File: config.mk
export PLATFORM = sky130hd
export DESIGN_NAME = vps_line_decoder
export DESIGN_NICKNAME = d
export VERILOG_FILES = /design/src/rtl/vpsd_pkg.sv /design/src/rtl/vpsd_halfbit_pair.sv /design/src/rtl/vpsd_frame_track.sv /design/src/rtl/vpsd_payload_map.sv /design/src/rtl/vps_line_decoder.sv
export SDC_FILE = /design/constraint.sdc
export NUM_CORES = 1
export LEC_CHECK = 0
export ABC_AREA = 0
export BUFFER_PORTS_ARGS = -buffer_cell sky130_fd_sc_hd__clkbuf_2
export CAP_MARGIN = 5
export CORE_UTILIZATION = 52
export DETAILED_ROUTE_END_ITERATION = 10
export PLACE_DENSITY = 0.74
export SLEW_MARGIN = 20
export SYNTH_ARGS = -nofsm -noshare
export SYNTH_HDL_FRONTEND = slang
export SYNTH_SLANG_ARGS = --single-unit
File: constraint.sdc
create_clock -name clk -period 3.88 [get_ports clk]
set_input_delay 0.582 -clock clk [delete_from_list [all_inputs] [get_ports clk]]
set_output_delay 0.582 -clock clk [all_outputs]
set_load 0.03 [all_outputs]
File: src/rtl/vpsd_pkg.sv
package vpsd_pkg;

  localparam int OUT_BYTES = 7;
  localparam int PAY_W     = OUT_BYTES * 8;

  // Line byte (1-based) feeding each output slot; 0 means a slot filled with ones.
  function automatic int src_line_byte(input int slot);
    case (slot)
      0:       return 11;
      1:       return 12;
      2:       return 13;
      3:       return 14;
      4:       return 5;
      5:       return 15;
      default: return 0;
    endcase
  endfunction

  function automatic logic [7:0] bit_rev8(input logic [7:0] b);
    logic [7:0] r;
    for (int i = 0; i < 8; i++) r[7-i] = b[i];
    return r;
  endfunction

endpackage

File: src/rtl/vpsd_halfbit_pair.sv
module vpsd_halfbit_pair (
  input  logic clk,
  input  logic rst_n,
  input  logic clear,
  input  logic accept,
  input  logic half_en,
  input  logic half_dat,
  output logic bit_vld,
  output logic bit_val,
  output logic bit_err
);

  logic have_q, have_d;
  logic first_q, first_d;
  logic vld_d, val_d, err_d;

  always_comb begin
    have_d  = have_q;
    first_d = first_q;
    vld_d   = 1'b0;
    val_d   = bit_val;
    err_d   = bit_err;
    if (clear) begin
      have_d = 1'b0;
    end else if (half_en && accept) begin
      if (!have_q) begin
        have_d  = 1'b1;
        first_d = half_dat;
      end else begin
        have_d = 1'b0;
        vld_d  = 1'b1;
        val_d  = first_q;
        err_d  = (first_q == half_dat);
      end
    end
  end

  always_ff @(posedge clk or negedge rst_n) begin
    if (!rst_n) begin
      have_q  <= 1'b0;
      first_q <= 1'b0;
      bit_vld <= 1'b0;
      bit_val <= 1'b0;
      bit_err <= 1'b0;
    end else begin
      have_q  <= have_d;
      first_q <= first_d;
      bit_vld <= vld_d;
      bit_val <= val_d;
      bit_err <= err_d;
    end
  end

  AST_PAIR_CLOSED: assert property (@(posedge clk) disable iff (!rst_n)
    bit_vld |-> !have_q) else $error("bit emitted with half-bit pending");

  AST_BIT_FROM_STROBE: assert property (@(posedge clk) disable iff (!rst_n)
    bit_vld |-> $past(half_en)) else $error("bit emitted without half-bit strobe");

endmodule

File: src/rtl/vpsd_frame_track.sv
module vpsd_frame_track #(
  parameter int                    LINE_BYTES = 15,
  parameter int                    SYNC_BITS  = 24,
  parameter logic [SYNC_BITS-1:0]  SYNC_WORD  = 24'h515555,
  localparam int                   TOTAL_BITS = LINE_BYTES * 8,
  localparam int                   CNT_W      = $clog2(TOTAL_BITS + 1),
  localparam int                   NUM_W      = $clog2(LINE_BYTES + 1),
  localparam int                   SW_W       = (SYNC_BITS > 1) ? $clog2(SYNC_BITS) : 1
) (
  input  logic             clk,
  input  logic             rst_n,
  input  logic             restart,
  input  logic             abort,
  input  logic             bit_vld,
  input  logic             bit_val,
  input  logic             bit_err,
  output logic             running,
  output logic             byte_we,
  output logic [NUM_W-1:0] byte_num,
  output logic [7:0]       byte_dat,
  output logic             done,
  output logic             done_ok
);

  logic [CNT_W-1:0] cnt_q, cnt_d;
  logic             run_d;
  logic             err_q, err_d;
  logic [6:0]       sr_q, sr_d;
  logic             we_d, done_d, ok_d;
  logic [NUM_W-1:0] num_d;
  logic [7:0]       dat_d;
  logic             take, last, in_sync, sync_ref, sync_bad;
  logic [SYNC_BITS-1:0] sync_vec;

  assign sync_vec = SYNC_WORD;
  assign take     = bit_vld && running && !restart && !abort;
  assign last     = (cnt_q == CNT_W'(TOTAL_BITS - 1));
  assign in_sync  = (cnt_q < CNT_W'(SYNC_BITS));
  assign sync_ref = sync_vec[cnt_q[SW_W-1:0]];
  assign sync_bad = in_sync && (bit_val != sync_ref);

  always_comb begin
    run_d  = running;
    cnt_d  = cnt_q;
    err_d  = err_q;
    sr_d   = sr_q;
    we_d   = 1'b0;
    num_d  = byte_num;
    dat_d  = byte_dat;
    done_d = 1'b0;
    ok_d   = done_ok;
    if (restart) begin
      run_d = 1'b1;
      cnt_d = '0;
      err_d = 1'b0;
    end else if (abort) begin
      run_d = 1'b0;
    end else if (take) begin
      err_d = err_q | bit_err | sync_bad;
      sr_d  = {bit_val, sr_q[6:1]};
      cnt_d = cnt_q + CNT_W'(1);
      if (cnt_q[2:0] == 3'd7) begin
        we_d  = 1'b1;
        num_d = NUM_W'(cnt_q >> 3) + NUM_W'(1);
        dat_d = {bit_val, sr_q};
      end
      if (last) begin
        run_d  = 1'b0;
        cnt_d  = '0;
        done_d = 1'b1;
        ok_d   = !(err_q | bit_err | sync_bad);
      end
    end
  end

  always_ff @(posedge clk or negedge rst_n) begin
    if (!rst_n) begin
      running  <= 1'b0;
      cnt_q    <= '0;
      err_q    <= 1'b0;
      sr_q     <= '0;
      byte_we  <= 1'b0;
      byte_num <= '0;
      byte_dat <= '0;
      done     <= 1'b0;
      done_ok  <= 1'b0;
    end else begin
      running  <= run_d;
      cnt_q    <= cnt_d;
      err_q    <= err_d;
      sr_q     <= sr_d;
      byte_we  <= we_d;
      byte_num <= num_d;
      byte_dat <= dat_d;
      done     <= done_d;
      done_ok  <= ok_d;
    end
  end

  AST_CNT_IN_RANGE: assert property (@(posedge clk) disable iff (!rst_n)
    cnt_q < CNT_W'(TOTAL_BITS)) else $error("bit counter past line length");

  AST_DONE_FROM_RUN: assert property (@(posedge clk) disable iff (!rst_n)
    done |-> $past(running)) else $error("line completion outside a line");

  AST_DONE_SINGLE: assert property (@(posedge clk) disable iff (!rst_n)
    done |=> !done) else $error("line completion repeated");

endmodule

File: src/rtl/vpsd_payload_map.sv
module vpsd_payload_map #(
  parameter  int LINE_BYTES = 15,
  localparam int NUM_W      = $clog2(LINE_BYTES + 1)
) (
  input  logic                       clk,
  input  logic                       rst_n,
  input  logic                       byte_we,
  input  logic [NUM_W-1:0]           byte_num,
  input  logic [7:0]                 byte_dat,
  input  logic                       commit,
  output logic [vpsd_pkg::PAY_W-1:0] payload
);

  localparam int NB = vpsd_pkg::OUT_BYTES;

  logic [vpsd_pkg::PAY_W-1:0] image;
  logic [vpsd_pkg::PAY_W-1:0] pay_d;

  for (genvar k = 0; k < NB; k++) begin : g_slot
    localparam int SRC = vpsd_pkg::src_line_byte(k);
    if (SRC == 0) begin : g_fill
      assign image[(NB-1-k)*8 +: 8] = 8'hFF;
    end else begin : g_cap
      logic [7:0] stage_q, stage_d;
      always_comb begin
        stage_d = stage_q;
        if (byte_we && (byte_num == NUM_W'(SRC))) stage_d = byte_dat;
      end
      always_ff @(posedge clk or negedge rst_n) begin
        if (!rst_n) stage_q <= 8'hFF;
        else        stage_q <= stage_d;
      end
      assign image[(NB-1-k)*8 +: 8] = vpsd_pkg::bit_rev8(stage_d);
    end
  end

  always_comb begin
    pay_d = payload;
    if (commit) pay_d = image;
  end

  always_ff @(posedge clk or negedge rst_n) begin
    if (!rst_n) payload <= '1;
    else        payload <= pay_d;
  end

  AST_PAYLOAD_HELD: assert property (@(posedge clk) disable iff (!rst_n)
    !$stable(payload) |-> $past(commit)) else $error("payload changed without commit");

endmodule

File: src/rtl/vps_line_decoder.sv
module vps_line_decoder #(
  parameter  int                   LINE_BYTES = 15,
  parameter  int                   SYNC_BITS  = 24,
  parameter  logic [SYNC_BITS-1:0] SYNC_WORD  = 24'h515555,
  localparam int                   NUM_W      = $clog2(LINE_BYTES + 1)
) (
  input  logic                       clk,
  input  logic                       rst_n,
  input  logic                       half_en,
  input  logic                       half_dat,
  input  logic                       line_start,
  input  logic                       line16,
  input  logic                       host_busy,
  output logic [vpsd_pkg::PAY_W-1:0] payload,
  output logic                       store,
  output logic                       davn_n
);

  logic [1:0]       rst_sync_q;
  logic             rst_i_n;
  logic             restart, abort, running;
  logic             bit_vld, bit_val, bit_err;
  logic             byte_we, done, done_ok;
  logic [NUM_W-1:0] byte_num;
  logic [7:0]       byte_dat;
  logic             store_go, davn_d;

  always_ff @(posedge clk or negedge rst_n) begin
    if (!rst_n) rst_sync_q <= 2'b00;
    else        rst_sync_q <= {rst_sync_q[0], 1'b1};
  end
  assign rst_i_n = rst_sync_q[1];

  assign restart  = line_start && line16;
  assign abort    = !line16;
  assign store_go = done && done_ok && !host_busy && !restart;

  vpsd_halfbit_pair u_pair (
    .clk      (clk),
    .rst_n    (rst_i_n),
    .clear    (restart || abort),
    .accept   (running && line16),
    .half_en  (half_en),
    .half_dat (half_dat),
    .bit_vld  (bit_vld),
    .bit_val  (bit_val),
    .bit_err  (bit_err)
  );

  vpsd_frame_track #(
    .LINE_BYTES (LINE_BYTES),
    .SYNC_BITS  (SYNC_BITS),
    .SYNC_WORD  (SYNC_WORD)
  ) u_frame (
    .clk      (clk),
    .rst_n    (rst_i_n),
    .restart  (restart),
    .abort    (abort),
    .bit_vld  (bit_vld),
    .bit_val  (bit_val),
    .bit_err  (bit_err),
    .running  (running),
    .byte_we  (byte_we),
    .byte_num (byte_num),
    .byte_dat (byte_dat),
    .done     (done),
    .done_ok  (done_ok)
  );

  vpsd_payload_map #(
    .LINE_BYTES (LINE_BYTES)
  ) u_map (
    .clk      (clk),
    .rst_n    (rst_i_n),
    .byte_we  (byte_we),
    .byte_num (byte_num),
    .byte_dat (byte_dat),
    .commit   (store_go),
    .payload  (payload)
  );

  always_comb begin
    davn_d = davn_n;
    if (restart)       davn_d = 1'b1;
    else if (store_go) davn_d = 1'b0;
  end

  always_ff @(posedge clk or negedge rst_i_n) begin
    if (!rst_i_n) begin
      store  <= 1'b0;
      davn_n <= 1'b1;
    end else begin
      store  <= store_go;
      davn_n <= davn_d;
    end
  end

  AST_START_RAISES_DAVN: assert property (@(posedge clk) disable iff (!rst_i_n)
    (line_start && line16) |=> davn_n) else $error("davn_n not raised at line start");

  AST_DAVN_FALL_NEEDS_STORE: assert property (@(posedge clk) disable iff (!rst_i_n)
    $fell(davn_n) |-> store) else $error("davn_n fell without store");

  AST_STORE_LOWERS_DAVN: assert property (@(posedge clk) disable iff (!rst_i_n)
    store |-> !davn_n) else $error("store without davn_n low");

  AST_NO_STORE_WHEN_BUSY: assert property (@(posedge clk) disable iff (!rst_i_n)
    store |-> $past(!host_busy)) else $error("store during host access");

  AST_STORE_NEEDS_GATE: assert property (@(posedge clk) disable iff (!rst_i_n)
    store |-> $past(line16)) else $error("store outside line 16");

endmodule

==> results.ini <==
[power]
power.leakage_nw = 3.00
power_density_nw_per_um2 = 443
vdd_drop_max_mv = 0.294
finalPower_mw = 2.88

[layout]
nets = 449
regArea_um2 = 3530
multi_input_area_um2 = 1950
utilization = 0.627
drive_gt1_frac = 0.674
syn_to_final_growth_pct = 16.0
diodes = 0
n_fill_cell = 784

[drt]
drtIter0Drc = 168
dr.pass1.iters = 6
final_antenna_net_count = 0
viasPerCell = 5.33
post_drt_wl_per_cell_um = 17.1
drc = 0
totalWireLength_mm = 10.0
num_vias = 3127

[timing]
fin_tns_setup_ns = 0
skew_ns = 0.00493
setup_viol = 0
worstMarginPinSlew_ns = 0.845
fin_crit_sh = 0.480
finalMaxSlewViolations = 0
fmax_mhz = 537
rsz0062_at_grt = no
fin_crit_ns = 1.86
relSlewSlack = 0.437
finalHoldViolations = 0
setup_slack_ns = 2.02

[die]
die_w_um = 106
dieArea_um2 = 11200
row_count = 37
ios = 65
fp.dieH_um = 106
core_um2 = 10400
start_util = 0.541

[setup_path]
worstPathArrival_ns = 1.28
cp_max_fo = 2
cp_top_family = flip-flops
critPathBufInv = 1
critPathCaptureType = primary output
crit_chain = clkbuf_2
start_kind = flop
crit_type = reg2out
cp.required_ns = 3.30
max_stage_delay_ns = 0.55
crit_path_top_delay_cell = dfstp_2

[job]
max_cap_violations = 0

[logic_synthesis]
synthFlopType = dfstp_2
synth_edf_count = 0
synth_area_leaders = dfstp_2 45%, mux2_2 18%, dfrtp_1 17%
synthCells = 373
synth_cell_types = 49
syn_avg_cell_area_um2 = 15.0
ys_seq_elements = 136
ys_seq_area_frac = 0.629
synth.most_common_cell = dfstp_2
synth_top_area_frac = 0.455
ys_warn_count = 0
async_flop_share = 1.00
yosysTopAreaCell = dfstp_2
syn-cell-area_um2 = 5610
synth_commonest_cells = 97 x dfstp_2, 89 x mux2_2, 39 x dfrtp_1

[global_routing]
grt_pass1_wl_mm = 16.7
track_usage = 0.198
grt_antenna_before_repair = 0
grt_max_degree = 70
grt_overflow = 0
grt_pass1_vias = 3248

[clocking]
cts_root_buffer = clkbuf_8
cts_buffer_depth = 2
cts_tree = built
cts_buffers = 17
cts_max_level = 4
cts.sinks = 136
path_clk_slew_ns = 0.06
clk_latency_ns = 0.52

[placed_design]
place_ws_ns = 1.77
portBuffers = 56
place_congestion = 0.838
dpl.hpwl_mm = 6.25

[run_status]
status = complete, no violations

[hold_path]
hold_class = in2reg

## power by group
group	switching, mW	internal, mW	total (mW)	leakage [nW]
registers	0.0175	1.43	1.45	1.54
logic	0.0327	0.0113	0.0440	1.22
clock network	0.607	0.785	1.39	0.252
total	0.657	2.23	2.88	3.00
## stage by stage
step | instance area [µm²] | instances | hold WS (ns)
2_1_floorplan | 5640 | 381 | 0.286
3_3_place_gp | 5980 | 554 | 0.340
3_5_place_dp | 5980 | 554 | 0.337
4_1_cts | 6500 | 587 | 0.306
5_1_grt | 6500 | 587 | 0.333
6_report | 6500 | 587 | 0.325
## state kept, by name, summed over array words and instances (netlist names), 2 cells and up
signal / flops
u_frame.byte_num: 4
u_map.g_slot.g_cap.stage_q: 48
u_frame.byte_dat: 8
u_frame.cnt_q: 7
u_frame.sr_q: 7
u_map.payload: 48
rst_sync_q: 2
## logic make-up after synthesis
kind of cell,Yosys count,synth area share
other cells,1,0.000669
flops,136,0.629
buf+inv,28,0.0315
fa+ha+maj,4,0.00893
compound gates,25,0.0275
mux,108,0.228
simple gates,66,0.0667
xor+xnor,5,0.00781
## final cells by class
type / count / share of cell area
flip-flops and latches: 136 / 0.542
repair buffers: 59 / 0.0489
clock inverters: 14 / 0.0152
well taps: 136 / 0.0262
multi-input cells: 217 / 0.299
inverters: 7 / 0.00404
clock buffers: 18 / 0.0642
## cell usage in the layout, fill, tap and decap left out, drive strengths merged, types with 2 or more instances in the layout
master	n
clkbuf	74
o21ai	12
and2	4
clkinvlp	3
xor2	2
a22o	3
nand3b	3
nand3	4
nor2	5
dfstp	97
xnor2	3
ha	4
conb	9
o41ai	2
buf	2
nand2b	4
a21oi	3
mux2	107
clkinv	7
nor4	3
dfrtp	39
and3	2
nand4b	2
a31oi	2
nand2	31
inv	11
## path summary, 6_finish.rpt
kind / from / slack [ns] / to / cells past startpoint
setup / recovery: u_map.payload[14] / 2.02 / payload[14] / 1
hold / removal: half_dat / 0.33 / u_pair.first_q / 2
setup reg to reg: u_frame.cnt_q[0] / 2.11 / u_frame.cnt_q[3] / 5
hold reg to reg: rst_sync_q[0] / 0.36 / rst_sync_q[1] / 0
max in group asynchronous: rst_sync_q[1] / 2.56 / u_map.payload[55] / 1
min in group asynchronous: rst_n / 0.37 / rst_sync_q[1] / 2
## worst reg2reg max path, delay by kind of cell, from the launching register on
kind	cells	cell delay, ns
adder cells (fa/ha/maj)	1	0.26
flip-flops	1	0.43
AO/OA/AOI/OAI	1	0.36
AND/OR/NAND/NOR	3	0.60
## repair_timing
item	in CTS	in global routing
gates resized for setup	0	0
hold buffers	1	0
endpoints found under the hold margin	2	0
setup buffers	0	0
## routing by layer
layer  routed length (µm)  GRT usage  share of wire  vias to the layer above
met5                    0          0              0                        -
met1                 4650      0.263           0.46                     1604
met3                  356     0.0501          0.036                       22
li1                     -          -              -                     1422
met4                  176     0.0942          0.018                        0
met2                 4830      0.304           0.48                       79
Power figures use the tool's default switching activity.
